**config.mk**
```make
export PLATFORM = sky130hd
export DESIGN_NAME = serial_rx_status
export DESIGN_NICKNAME = d
export VERILOG_FILES = /design/src/rtl/srs_pkg.sv /design/src/rtl/rxs_data_hold.sv /design/src/rtl/rxs_idle_det.sv /design/src/rtl/rxs_clear_seq.sv /design/src/rtl/serial_rx_status.sv
export SDC_FILE = /design/constraint.sdc
export NUM_CORES = 1
export LEC_CHECK = 0
export ABC_AREA = 1
export ABC_CLOCK_PERIOD_IN_PS = 1400
export BUFFER_PORTS_ARGS = -buffer_cell sky130_fd_sc_hd__buf_2
export CAP_MARGIN = 20
export CORE_MARGIN = 3
export CORE_UTILIZATION = 35
export DETAILED_ROUTE_END_ITERATION = 8
export PLACE_DENSITY = 0.54
export SETUP_SLACK_MARGIN = 0.4
export SYNTH_ARGS = -nofsm -noshare
export SYNTH_HDL_FRONTEND = slang
export SYNTH_SLANG_ARGS = --single-unit
```
**constraint.sdc**
```tcl
create_clock -name clk -period 1.4 [get_ports clk]
set_input_delay 0.35 -clock clk [delete_from_list [all_inputs] [get_ports clk]]
set_output_delay 0.35 -clock clk [all_outputs]
set_load 0.02 [all_outputs]
```
**src/rtl/srs_pkg.sv**
```systemverilog
package srs_pkg;

    typedef enum logic {
        SEL_STATUS = 1'b0,
        SEL_DATA   = 1'b1
    } reg_sel_e;

    typedef struct packed {
        logic ovr;
        logic idle;
        logic full;
    } rx_flags_t;

    localparam int FLAG_W = $bits(rx_flags_t);

    function automatic int unsigned idle_limit(logic long_sel, int unsigned short_n,
                                               int unsigned long_n);
        return long_sel ? long_n : short_n;
    endfunction

endpackage

```
**src/rtl/rxs_data_hold.sv**
```systemverilog
module rxs_data_hold #(
    parameter int DW = 8
) (
    input  logic          clk,
    input  logic          rst,
    input  logic          byte_valid,
    input  logic [DW-1:0] byte_in,
    input  logic          clr_full,
    input  logic          clr_ovr,
    output logic          full_q,
    output logic          ovr_q,
    output logic [DW-1:0] data_q,
    output logic          load_o
);
    logic ovr_set;

    assign load_o  = byte_valid && !full_q && !ovr_q;
    assign ovr_set = byte_valid && full_q;

    always_ff @(posedge clk) begin
        if (rst) begin
            full_q <= 1'b0;
            ovr_q  <= 1'b0;
            data_q <= '0;
        end else begin
            if (load_o) begin
                data_q <= byte_in;
                full_q <= 1'b1;
            end else if (clr_full) begin
                full_q <= 1'b0;
            end
            if (ovr_set) begin
                ovr_q <= 1'b1;
            end else if (clr_ovr) begin
                ovr_q <= 1'b0;
            end
        end
    end

    // held byte frozen while full or overrun
    assert_hold_stable_R6: assert property (@(posedge clk) disable iff (rst)
        (full_q || ovr_q) |=> $stable(data_q));

    // full only rises from a byte strobe
    assert_full_rise_R2: assert property (@(posedge clk) disable iff (rst)
        $rose(full_q) |-> $past(byte_valid));

    // overrun only rises from a byte arriving while full
    assert_ovr_rise_R5: assert property (@(posedge clk) disable iff (rst)
        $rose(ovr_q) |-> $past(byte_valid && full_q));

    // full only falls through the clear sequence
    assert_full_fall_R4: assert property (@(posedge clk) disable iff (rst)
        $fell(full_q) |-> $past(clr_full));

endmodule

```
**src/rtl/rxs_idle_det.sv**
```systemverilog
module rxs_idle_det
    import srs_pkg::*;
#(
    parameter int IDLE_SHORT = 10,
    parameter int IDLE_LONG  = 11
) (
    input  logic clk,
    input  logic rst,
    input  logic bit_tick,
    input  logic line_bit,
    input  logic long_frame,
    input  logic wake_hold,
    input  logic rearm,
    input  logic clr_idle,
    output logic idle_q
);
    localparam int CW = $clog2(IDLE_LONG + 1);

    logic [CW-1:0] run_q;
    logic [CW-1:0] thr;
    logic [CW:0]   run_inc;
    logic          armed_q;
    logic          hit;

    assign thr     = CW'(idle_limit(long_frame, IDLE_SHORT, IDLE_LONG));
    assign run_inc = {1'b0, run_q} + (CW + 1)'(1);
    assign hit     = bit_tick && line_bit && (run_inc == {1'b0, thr})
                     && armed_q && !wake_hold;

    always_ff @(posedge clk) begin
        if (rst) begin
            run_q <= '0;
        end else if (bit_tick) begin
            if (!line_bit) begin
                run_q <= '0;
            end else if (run_q != CW'(IDLE_LONG)) begin
                run_q <= run_inc[CW-1:0];
            end
        end
    end

    always_ff @(posedge clk) begin
        if (rst) begin
            armed_q <= 1'b1;
            idle_q  <= 1'b0;
        end else begin
            if (rearm) begin
                armed_q <= 1'b1;
            end else if (clr_idle) begin
                armed_q <= 1'b0;
            end
            if (hit) begin
                idle_q <= 1'b1;
            end else if (clr_idle) begin
                idle_q <= 1'b0;
            end
        end
    end

    // wakeup control blocks idle reporting
    assert_no_idle_wake_R8: assert property (@(posedge clk) disable iff (rst)
        $rose(idle_q) |-> !$past(wake_hold));

    // idle only sets while detection is armed
    assert_idle_armed_R9: assert property (@(posedge clk) disable iff (rst)
        $rose(idle_q) |-> $past(armed_q));

    // idle only sets on a tick with a 1 on the line
    assert_idle_tick_R7: assert property (@(posedge clk) disable iff (rst)
        $rose(idle_q) |-> $past(bit_tick && line_bit));

endmodule

```
**src/rtl/rxs_clear_seq.sv**
```systemverilog
module rxs_clear_seq
    import srs_pkg::*;
(
    input  logic      clk,
    input  logic      rst,
    input  logic      stat_rd,
    input  logic      data_rd,
    input  rx_flags_t flags,
    output rx_flags_t clr
);
    rx_flags_t seen_q;

    always_ff @(posedge clk) begin
        if (rst) begin
            seen_q <= '0;
        end else if (stat_rd) begin
            seen_q <= flags;
        end else if (data_rd) begin
            seen_q <= '0;
        end
    end

    assign clr = data_rd ? seen_q : '0;

    // a recorded flag was set at the status read that recorded it
    assert_seen_valid_R4: assert property (@(posedge clk) disable iff (rst)
        (stat_rd && !flags.full) |=> !seen_q.full);

endmodule

```
**src/rtl/serial_rx_status.sv**
```systemverilog
module serial_rx_status
    import srs_pkg::*;
#(
    parameter int DW         = 8,
    parameter int IDLE_SHORT = 10,
    parameter int IDLE_LONG  = 11
) (
    input  logic          clk,
    input  logic          rst,
    input  logic          byte_valid,
    input  logic [DW-1:0] byte_in,
    input  logic          bit_tick,
    input  logic          line_bit,
    input  logic          long_frame,
    input  logic          wake_hold,
    input  logic          rd_en,
    input  logic          rd_addr,
    output logic [DW-1:0] rd_data
);
    reg_sel_e      sel;
    logic          stat_rd;
    logic          data_rd;
    rx_flags_t     flags;
    rx_flags_t     clr;
    logic          full_q;
    logic          ovr_q;
    logic          idle_q;
    logic          load;
    logic [DW-1:0] data_q;

    assign sel     = reg_sel_e'(rd_addr);
    assign stat_rd = rd_en && (sel == SEL_STATUS);
    assign data_rd = rd_en && (sel == SEL_DATA);

    always_comb begin
        flags      = '0;
        flags.full = full_q;
        flags.idle = idle_q;
        flags.ovr  = ovr_q;
    end

    rxs_clear_seq u_clear (
        .clk     (clk),
        .rst     (rst),
        .stat_rd (stat_rd),
        .data_rd (data_rd),
        .flags   (flags),
        .clr     (clr)
    );

    rxs_data_hold #(.DW(DW)) u_hold (
        .clk        (clk),
        .rst        (rst),
        .byte_valid (byte_valid),
        .byte_in    (byte_in),
        .clr_full   (clr.full),
        .clr_ovr    (clr.ovr),
        .full_q     (full_q),
        .ovr_q      (ovr_q),
        .data_q     (data_q),
        .load_o     (load)
    );

    rxs_idle_det #(.IDLE_SHORT(IDLE_SHORT), .IDLE_LONG(IDLE_LONG)) u_idle (
        .clk        (clk),
        .rst        (rst),
        .bit_tick   (bit_tick),
        .line_bit   (line_bit),
        .long_frame (long_frame),
        .wake_hold  (wake_hold),
        .rearm      (load),
        .clr_idle   (clr.idle),
        .idle_q     (idle_q)
    );

    always_comb begin
        if (sel == SEL_DATA) begin
            rd_data = data_q;
        end else begin
            rd_data = {{(DW - FLAG_W){1'b0}}, flags};
        end
    end

    // flags clear right after reset
    assert_reset_clear_R1: assert property (@(posedge clk)
        rst |=> (flags == '0));

endmodule

```
==> flow_metrics.env, run 1 <==
export IMPL_run_status="finished clean"
export IMPL_area_growth_synth_to_final_pct=48.91
export IMPL_clkTransAtPathRegs_ns=0.10
export IMPL_critical_path_arrival_ns=0.93
export IMPL_setup_repair_after_global_routing_missed_its_margin="yes"
export IMPL_worst_setup_path_start_kind="flip-flop"
export IMPL_dominantRegCellSynth="dfxtp_1"
export IMPL_compound_gate_fraction_of_synth_area_pct=13.75
export IMPL_preCtsSetupSlack_ns=0.09312
export IMPL_global_route_usage_total_pct=14.60
export IMPL_ctsHtreeMaxLevel=1
export IMPL_placed_cell_area_um2=1042
export IMPL_clock_path_buffers=2
export IMPL_antenna_found_initial=0
export IMPL_gp_routability_congestion=0.7154
export IMPL_grt_first_pass_wirelength_mm=3.643
export IMPL_finish_instance_area_um2=1287
export IMPL_wl_met2_mm=1.063
export IMPL_synth_xor_area_share_pct=0
export IMPL_initialDrtViolationCount=25
export IMPL_main_combinational_cell_family_by_area_after_synthesis="simple AND/OR/NAND/NOR gates"
export IMPL_wirelength_met1_mm=1.063
export IMPL_postSynthCellCount=128
export IMPL_die_area_um2=3102
export IMPL_number_of_global_route_vias_before_repair=841
export IMPL_via_cell_ratio=4.926
export IMPL_maximum_number_of_pins_on_one_net_before_global_route_repair=13
export IMPL_yosysTopAreaCell="dfxtp_1"
export IMPL_drt_first_pass_iters=4
export IMPL_syn_area_cell_um2=6.755
export IMPL_share_of_layout_cells_above_drive_strength_1_pct=57.14
export IMPL_yosysTopAreaCellShare_pct=43.99
export IMPL_largest_vdd_supply_drop_uv=589.7
export IMPL_fin_skew_ns=0.001426
export IMPL_synth_warnings=0
export IMPL_cp_required_ns=1.05
export IMPL_ys_ff_latch=19
export IMPL_timing_final_ws_setup_ns=0.1245
export IMPL_cellPowerDensity_nw_per_um2=894.6
export IMPL_synth_simple_gate_area_share_pct=31.84
export IMPL_drt_antenna_violating_nets=0
export IMPL_critical_path_max_stage_delay_ns=0.35
export IMPL_synth_async_reset_ratio_pct=0
export IMPL_clock_insertion_delay_worst_skew_ns=0.29
export IMPL_route_detailed_drc=0
export IMPL_final_min_period_over_clock_period_pct=91.11
export IMPL_worstSetupEndpointType="output port"
export IMPL_cts_tree="done"
export IMPL_routed_wire_length_mm=2.297
export IMPL_syn_nets=146
export IMPL_final_period_minus_worst_setup_slack_ns=1.276
export IMPL_fmax_mhz=784.0
export IMPL_p_total_w=0.001152
export IMPL_vias=931
export IMPL_cpMaxStageDelayCell="dfxtp_2"
export IMPL_hpwl_detailed_mm=1.520
export IMPL_worst_max_slew_margin_expressed_relative_to_the_limit_pct=80.47
export IMPL_routed_top_layer="met4"
export IMPL_fin_setup_tns_ns=0
export IMPL_die_height_um=55.70
export IMPL_met3WireLength_um=120
export IMPL_clockRootBuffer="clkbuf_4"
export IMPL_numCtsBuffers=3
export IMPL_min_path_type="in -> reg"
export IMPL_hold_viol=0
export IMPL_horizontal_extent_of_the_die_um=55.70
export IMPL_critPathKind="reg -> out"
export IMPL_worst_pin_slew_ns=0.2925
export IMPL_finalSetupViolations=0
export IMPL_cts_hold_buffers_added=0
export IMPL_synth_most_common_cell="nand2_1"
export IMPL_core_area_um2=2276
export IMPL_placement_rows=17
export IMPL_r2r_setup_slack_ns=0.32
export IMPL_final_max_slew_violation_count=0
export IMPL_detail_route_wl_per_cell_um=12.15
export IMPL_path_max_fanout=2
export IMPL_mux_share_of_post_synthesis_cell_area_pct=0
export IMPL_grt_ovfl_total=0
export IMPL_cp_cell_sequence="nand2_1, nand2_2, buf_6"
export IMPL_synth_edff_count=0
export IMPL_ys_top_cells_by_count="nand2_1 (33), dfxtp_1 (19), nor2_1 (17)"
export IMPL_drv_cap=0
export IMPL_finish_net_count=180
export IMPL_leakagePower_nw=0.5755
export IMPL_cts_num_sinks=19
export IMPL_io_pins=25
export IMPL_yosys_top_cells_area="dfxtp_1 (44%), nand2_1 (14%), nor2_1 (7.4%), a21oi_1 (5.8%), nand3_1 (5.8%)"
export IMPL_synth_cell_types=15
export IMPL_fraction_of_the_yosys_area_taken_by_sequential_cells_pct=43.99
export IMPL_antenna_cells_inserted=0
export IMPL_syn_cell_area_um2=864.6
export IMPL_post_synth_fa_ha_maj_area_fraction_pct=1.447
export IMPL_initial_utilization_pct=37.99
export IMPL_port_buffers=24
-- placed cells by master (no fill, tap or decap) --
| cell | n |
|---|---|
| nand3_1 | 7 |
| a21oi_1 | 7 |
| nand2_2 | 10 |
| dfxtp_4 | 2 |
| nor2_2 | 2 |
| o21ai_4 | 1 |
| clkbuf_1 | 1 |
| nand3_2 | 3 |
| nand2_1 | 23 |
| inv_2 | 9 |
| buf_2 | 15 |
| o21ai_2 | 8 |
| inv_1 | 5 |
| ha_4 | 1 |
| nand2_4 | 2 |
| buf_6 | 7 |
| o21ai_0 | 3 |
| o21ai_1 | 1 |
| a21oi_2 | 3 |
| nand4_1 | 2 |
| dfxtp_2 | 13 |
| nor2_4 | 1 |
| buf_4 | 12 |
| clkbuf_4 | 3 |
| nor2_1 | 16 |
| dfxtp_1 | 4 |
-- power breakdown --
part           internal [W]  switching [W]  leakage (nW)
Clock              0.000111       0.000164        0.0150
Sequential         0.000580      0.0000221         0.162
Combinational      0.000124       0.000151         0.398
-- cell families after synthesis --
group           Yosys count
simple gates             66
compound gates           23
buf+inv                  19
flops                    19
fa+ha+maj                 1
-- state kept, by name (all words and copies together) (netlist names) --
name            count
u_hold.data_q       8
u_idle.run_q        4
u_clear.seen_q      3
u_hold.full_q       1
u_hold.ovr_q        1
u_idle.armed_q      1
u_idle.idle_q       1
-- worst max-delay path: cells and delay by family (launching register included) --
family / cells / cell delay [ns]
buffers and inverters: 1 / 0.12
flip-flops: 1 / 0.35
AND/OR/NAND/NOR: 2 / 0.17
-- layer usage --
layer | global-route usage (%) | vias up
met2 | 23.99 | 25
met5 | 0 | -
li1 | - | 475
met1 | 18.76 | 425
met4 | 2.083 | 0
met3 | 5.104 | 6
-- timing repair --
action,in CTS,in global routing
resized for setup,34,22
endpoints found under the setup margin,16,22
setup buffers,4,3
pin swaps,14,11
-- final timing paths --
path / from / endpoint / depth (start not counted)
setup / recovery: u_hold.data_q[2] / rd_data[2] / 3
hold / removal: byte_in[2] / u_hold.data_q[2] / 3
setup reg to reg: u_hold.full_q / u_hold.data_q[5] / 6
hold reg to reg: u_hold.data_q[4] / u_hold.data_q[4] / 2
-- final cells by class --
cell class              instances  area [um^2]
inverters                      14        52.55
well taps                      28        35.03
flip-flops and latches         19        404.1
multi-input cells              90        525.5
repair buffers                 34        244.0
fillers                       222        988.4
clock buffers                   4        26.28
-- stage by stage --
stage                     util [%]  hold WS [ns]  cells
after floorplan                  -        0.4297    128
after global placement       45.79        0.4608    178
after detailed placement     45.79        0.4659    178
after CTS                    52.28        0.2797    186
after global routing         56.57        0.2724    189
final                        56.57        0.2867    189
Power figures use the tool's default switching activity.
==> run 2, diff against run 1 <==
==> constraint.sdc (replaced) <==
create_clock -name clk -period 1.4 [get_ports clk]
set_input_delay 0 -clock clk [delete_from_list [all_inputs] [get_ports clk]]
set_output_delay 0 -clock clk [all_outputs]
set_load 0.02 [all_outputs]
==> run 2 against run 1 <==
Effect of this change: clock power down 2%; routed wire length is 4.7% lower; sequential power fell by 0.7%; clock skew shrank 0.00056 ns; first-iteration DRC count is 36% lower; total power down 5.1%; clock-buffer cell count unchanged; global-route usage shrank 0.85 points; non-clock buffer count is 3 higher; final area down 4.1%; critical path depth grew 2; core utilization is 2.3 points lower; critical endpoint is now u_idle.idle_q; largest power group unchanged.
==> flow_metrics.env, run 2 (synthesized netlist as in run 1, its figures left out) <==
export IMPL_run_status="finished clean"
export IMPL_fillerInstances=216
export IMPL_netSwitchingFraction_pct=28.41
export IMPL_maximum_number_of_pins_on_one_net_before_global_route_repair=13
export IMPL_critical_path_arrival_ns=1.30
export IMPL_clockRootBuffer="clkbuf_4"
export IMPL_power_combinational_fraction_pct=20.6
export IMPL_initialDrtViolationCount=16
export IMPL_most_frequent_cells_in_the_layout="nand2_1 (31), buf_2 (23), nor2_1 (16), dfxtp_1 (13), dlygate4sd3_1 (11)"
export IMPL_finish_net_count=184
export IMPL_worst_max_slew_margin_expressed_relative_to_the_limit_pct=85.01
export IMPL_total_switching_power_w=0.0003105
export IMPL_largest_register_ffs=8
export IMPL_fmax_mhz=931.2
export IMPL_min_path_type="in -> reg"
export IMPL_preCtsSetupSlack_ns=0.2720
export IMPL_drv_cap=0
export IMPL_setup_repair_after_global_routing_missed_its_margin="yes"
export IMPL_routed_wire_length_mm=2.188
export IMPL_share_of_layout_cells_above_drive_strength_1_pct=33.33
export IMPL_drt_antenna_violating_nets=0
export IMPL_initial_utilization_pct=37.99
export IMPL_final_max_slew_violation_count=0
export IMPL_worstSetupEndpointType="flip-flop"
export IMPL_power_sequential_fraction_pct=54.7
export IMPL_cts_tree="done"
export IMPL_fin_setup_tns_ns=0
export IMPL_route_detailed_drc=0
export IMPL_leakagePower_nw=0.5748
export IMPL_ctsHtreeMaxLevel=1
export IMPL_r2r_setup_slack_ns=0.33
export IMPL_layout_cells_most_common="nand2_1"
export IMPL_area_growth_synth_to_final_pct=42.84
export IMPL_via_cell_ratio=4.772
export IMPL_timing_final_ws_setup_ns=0.3261
export IMPL_hold_path_depth=3
export IMPL_grt_ovfl_total=0
export IMPL_reg_largest_list="u_hold.data_q x8, u_idle.run_q x4, u_clear.seen_q x3"
export IMPL_worst_setup_path_start_kind="flip-flop"
export IMPL_internal_power_w=0.0007825
export IMPL_numCtsBuffers=3
export IMPL_detail_route_wl_per_cell_um=11.34
export IMPL_whs_endpoint="u_idle.run_q[0]"
export IMPL_antenna_found_initial=0
export IMPL_clkTransAtPathRegs_ns=0.10
export IMPL_clock_insertion_delay_worst_skew_ns=0.29
export IMPL_crit_path_start="u_idle.run_q[0]"
export IMPL_hold_viol=0
export IMPL_worst_flop_to_flop_path_endpoint="u_idle.idle_q"
export IMPL_cellPowerDensity_nw_per_um2=885.1
export IMPL_drt_first_pass_iters=4
export IMPL_max_flop_register="u_hold.data_q"
export IMPL_grt_first_pass_wirelength_mm=3.477
export IMPL_finalSetupViolations=0
export IMPL_regToRegStartpoint="u_idle.run_q[0]"
export IMPL_hpwl_detailed_mm=1.424
export IMPL_die_height_um=55.70
export IMPL_largest_vdd_supply_drop_uv=487.7
export IMPL_die_area_um2=3102
export IMPL_horizontal_extent_of_the_die_um=55.70
export IMPL_vias=921
export IMPL_gp_routability_congestion=0.7102
export IMPL_multiInputGateArea_um2=478.0
export IMPL_final_period_minus_worst_setup_slack_ns=1.074
export IMPL_area_sequential_um2=392.9
export IMPL_timing_hold_worst_start="line_bit"
export IMPL_antenna_cells_inserted=0
export IMPL_fin_skew_ns=0.0008622
export IMPL_final_min_period_over_clock_period_pct=76.71
export IMPL_path_max_fanout=2
export IMPL_global_route_usage_total_pct=13.75
export IMPL_number_of_global_route_vias_before_repair=803
export IMPL_clock_share_of_power_pct=24.7
export IMPL_port_buffers=24
export IMPL_io_pins=25
export IMPL_placement_rows=17
export IMPL_r2r_worst_path_cells=5
export IMPL_worst_pin_slew_ns=0.2249
export IMPL_critPathKind="reg -> reg"
export IMPL_core_area_um2=2276
export IMPL_clock_path_buffers=2
export IMPL_cts_num_sinks=19
export IMPL_cp_required_ns=1.63
## run 2: through the flow
step	total power [W]	std cells	area (um^2)	hold slack, ns	utilization [%]
after floorplan	0.0007272	128	882.1	0.1475	-
after global placement	0.0007837	175	1012	0.2422	44.47
after detailed placement	0.0007860	175	1012	0.2469	44.47
after CTS	0.001088	192	1179	0.003075	51.79
after global routing	0.001159	193	1235	0.02998	54.26
final	0.001093	193	1235	0.02568	54.26
## run 2: cell type report
| class | count | area share (%) |
|---|---|---|
| Multi-Input combinational cell | 91 | 38.70 |
| Tap cell | 28 | 2.837 |
| Timing Repair Buffer | 37 | 20.06 |
| Sequential cell | 19 | 31.81 |
| Inverter | 14 | 4.458 |
| Clock buffer | 4 | 2.128 |
## run 2: worst max-delay path by stage
| stage | end | slack [ns] | cells after the start |
|---|---|---|---|
| finish | u_idle.idle_q | 0.33 | 5 |
| global route | u_idle.idle_q | 0.28 | 7 |
| CTS | u_idle.idle_q | 0.33 | 5 |
| detailed placement | u_hold.data_q[2] | 0.27 | 5 |
| global placement | u_hold.data_q[3] | 0.32 | 5 |
| floorplan | u_idle.idle_q | 0.41 | 5 |
## run 2: per-layer routing
metal,vias up,track usage (%),wire length [um]
li1,485,-,-
met1,418,18.27,1089
met2,16,21.96,997
met3,2,2.552,86
met4,0,5.208,14
met5,-,0,0
## run 2: worst max-delay path: stages (launching register included)
cell and delay (ns):
dfxtp_4 0.37, ha_4 0.27, nand3_2 0.08, nor2_2 0.07
nand3_1 0.08, a21oi_2 0.14
## run 2: repair_timing
action	CTS	global route
buffers inserted	2	0
endpoints found under the hold margin	16	0
resized for setup	5	16
pin swaps	0	7
endpoints found under the setup margin	13	15
hold buffers	11	0
gates cloned	0	1
## run 2: power by group through the flow
stage / registers, W / logic [W] / clock network (W)
after floorplan: 0.000605 / 0.000123 / 0
after global placement: 0.000610 / 0.000174 / 0
after detailed placement: 0.000610 / 0.000176 / 0
after CTS: 0.000594 / 0.000210 / 0.000284
after global routing: 0.000602 / 0.000249 / 0.000308
final: 0.000598 / 0.000225 / 0.000270
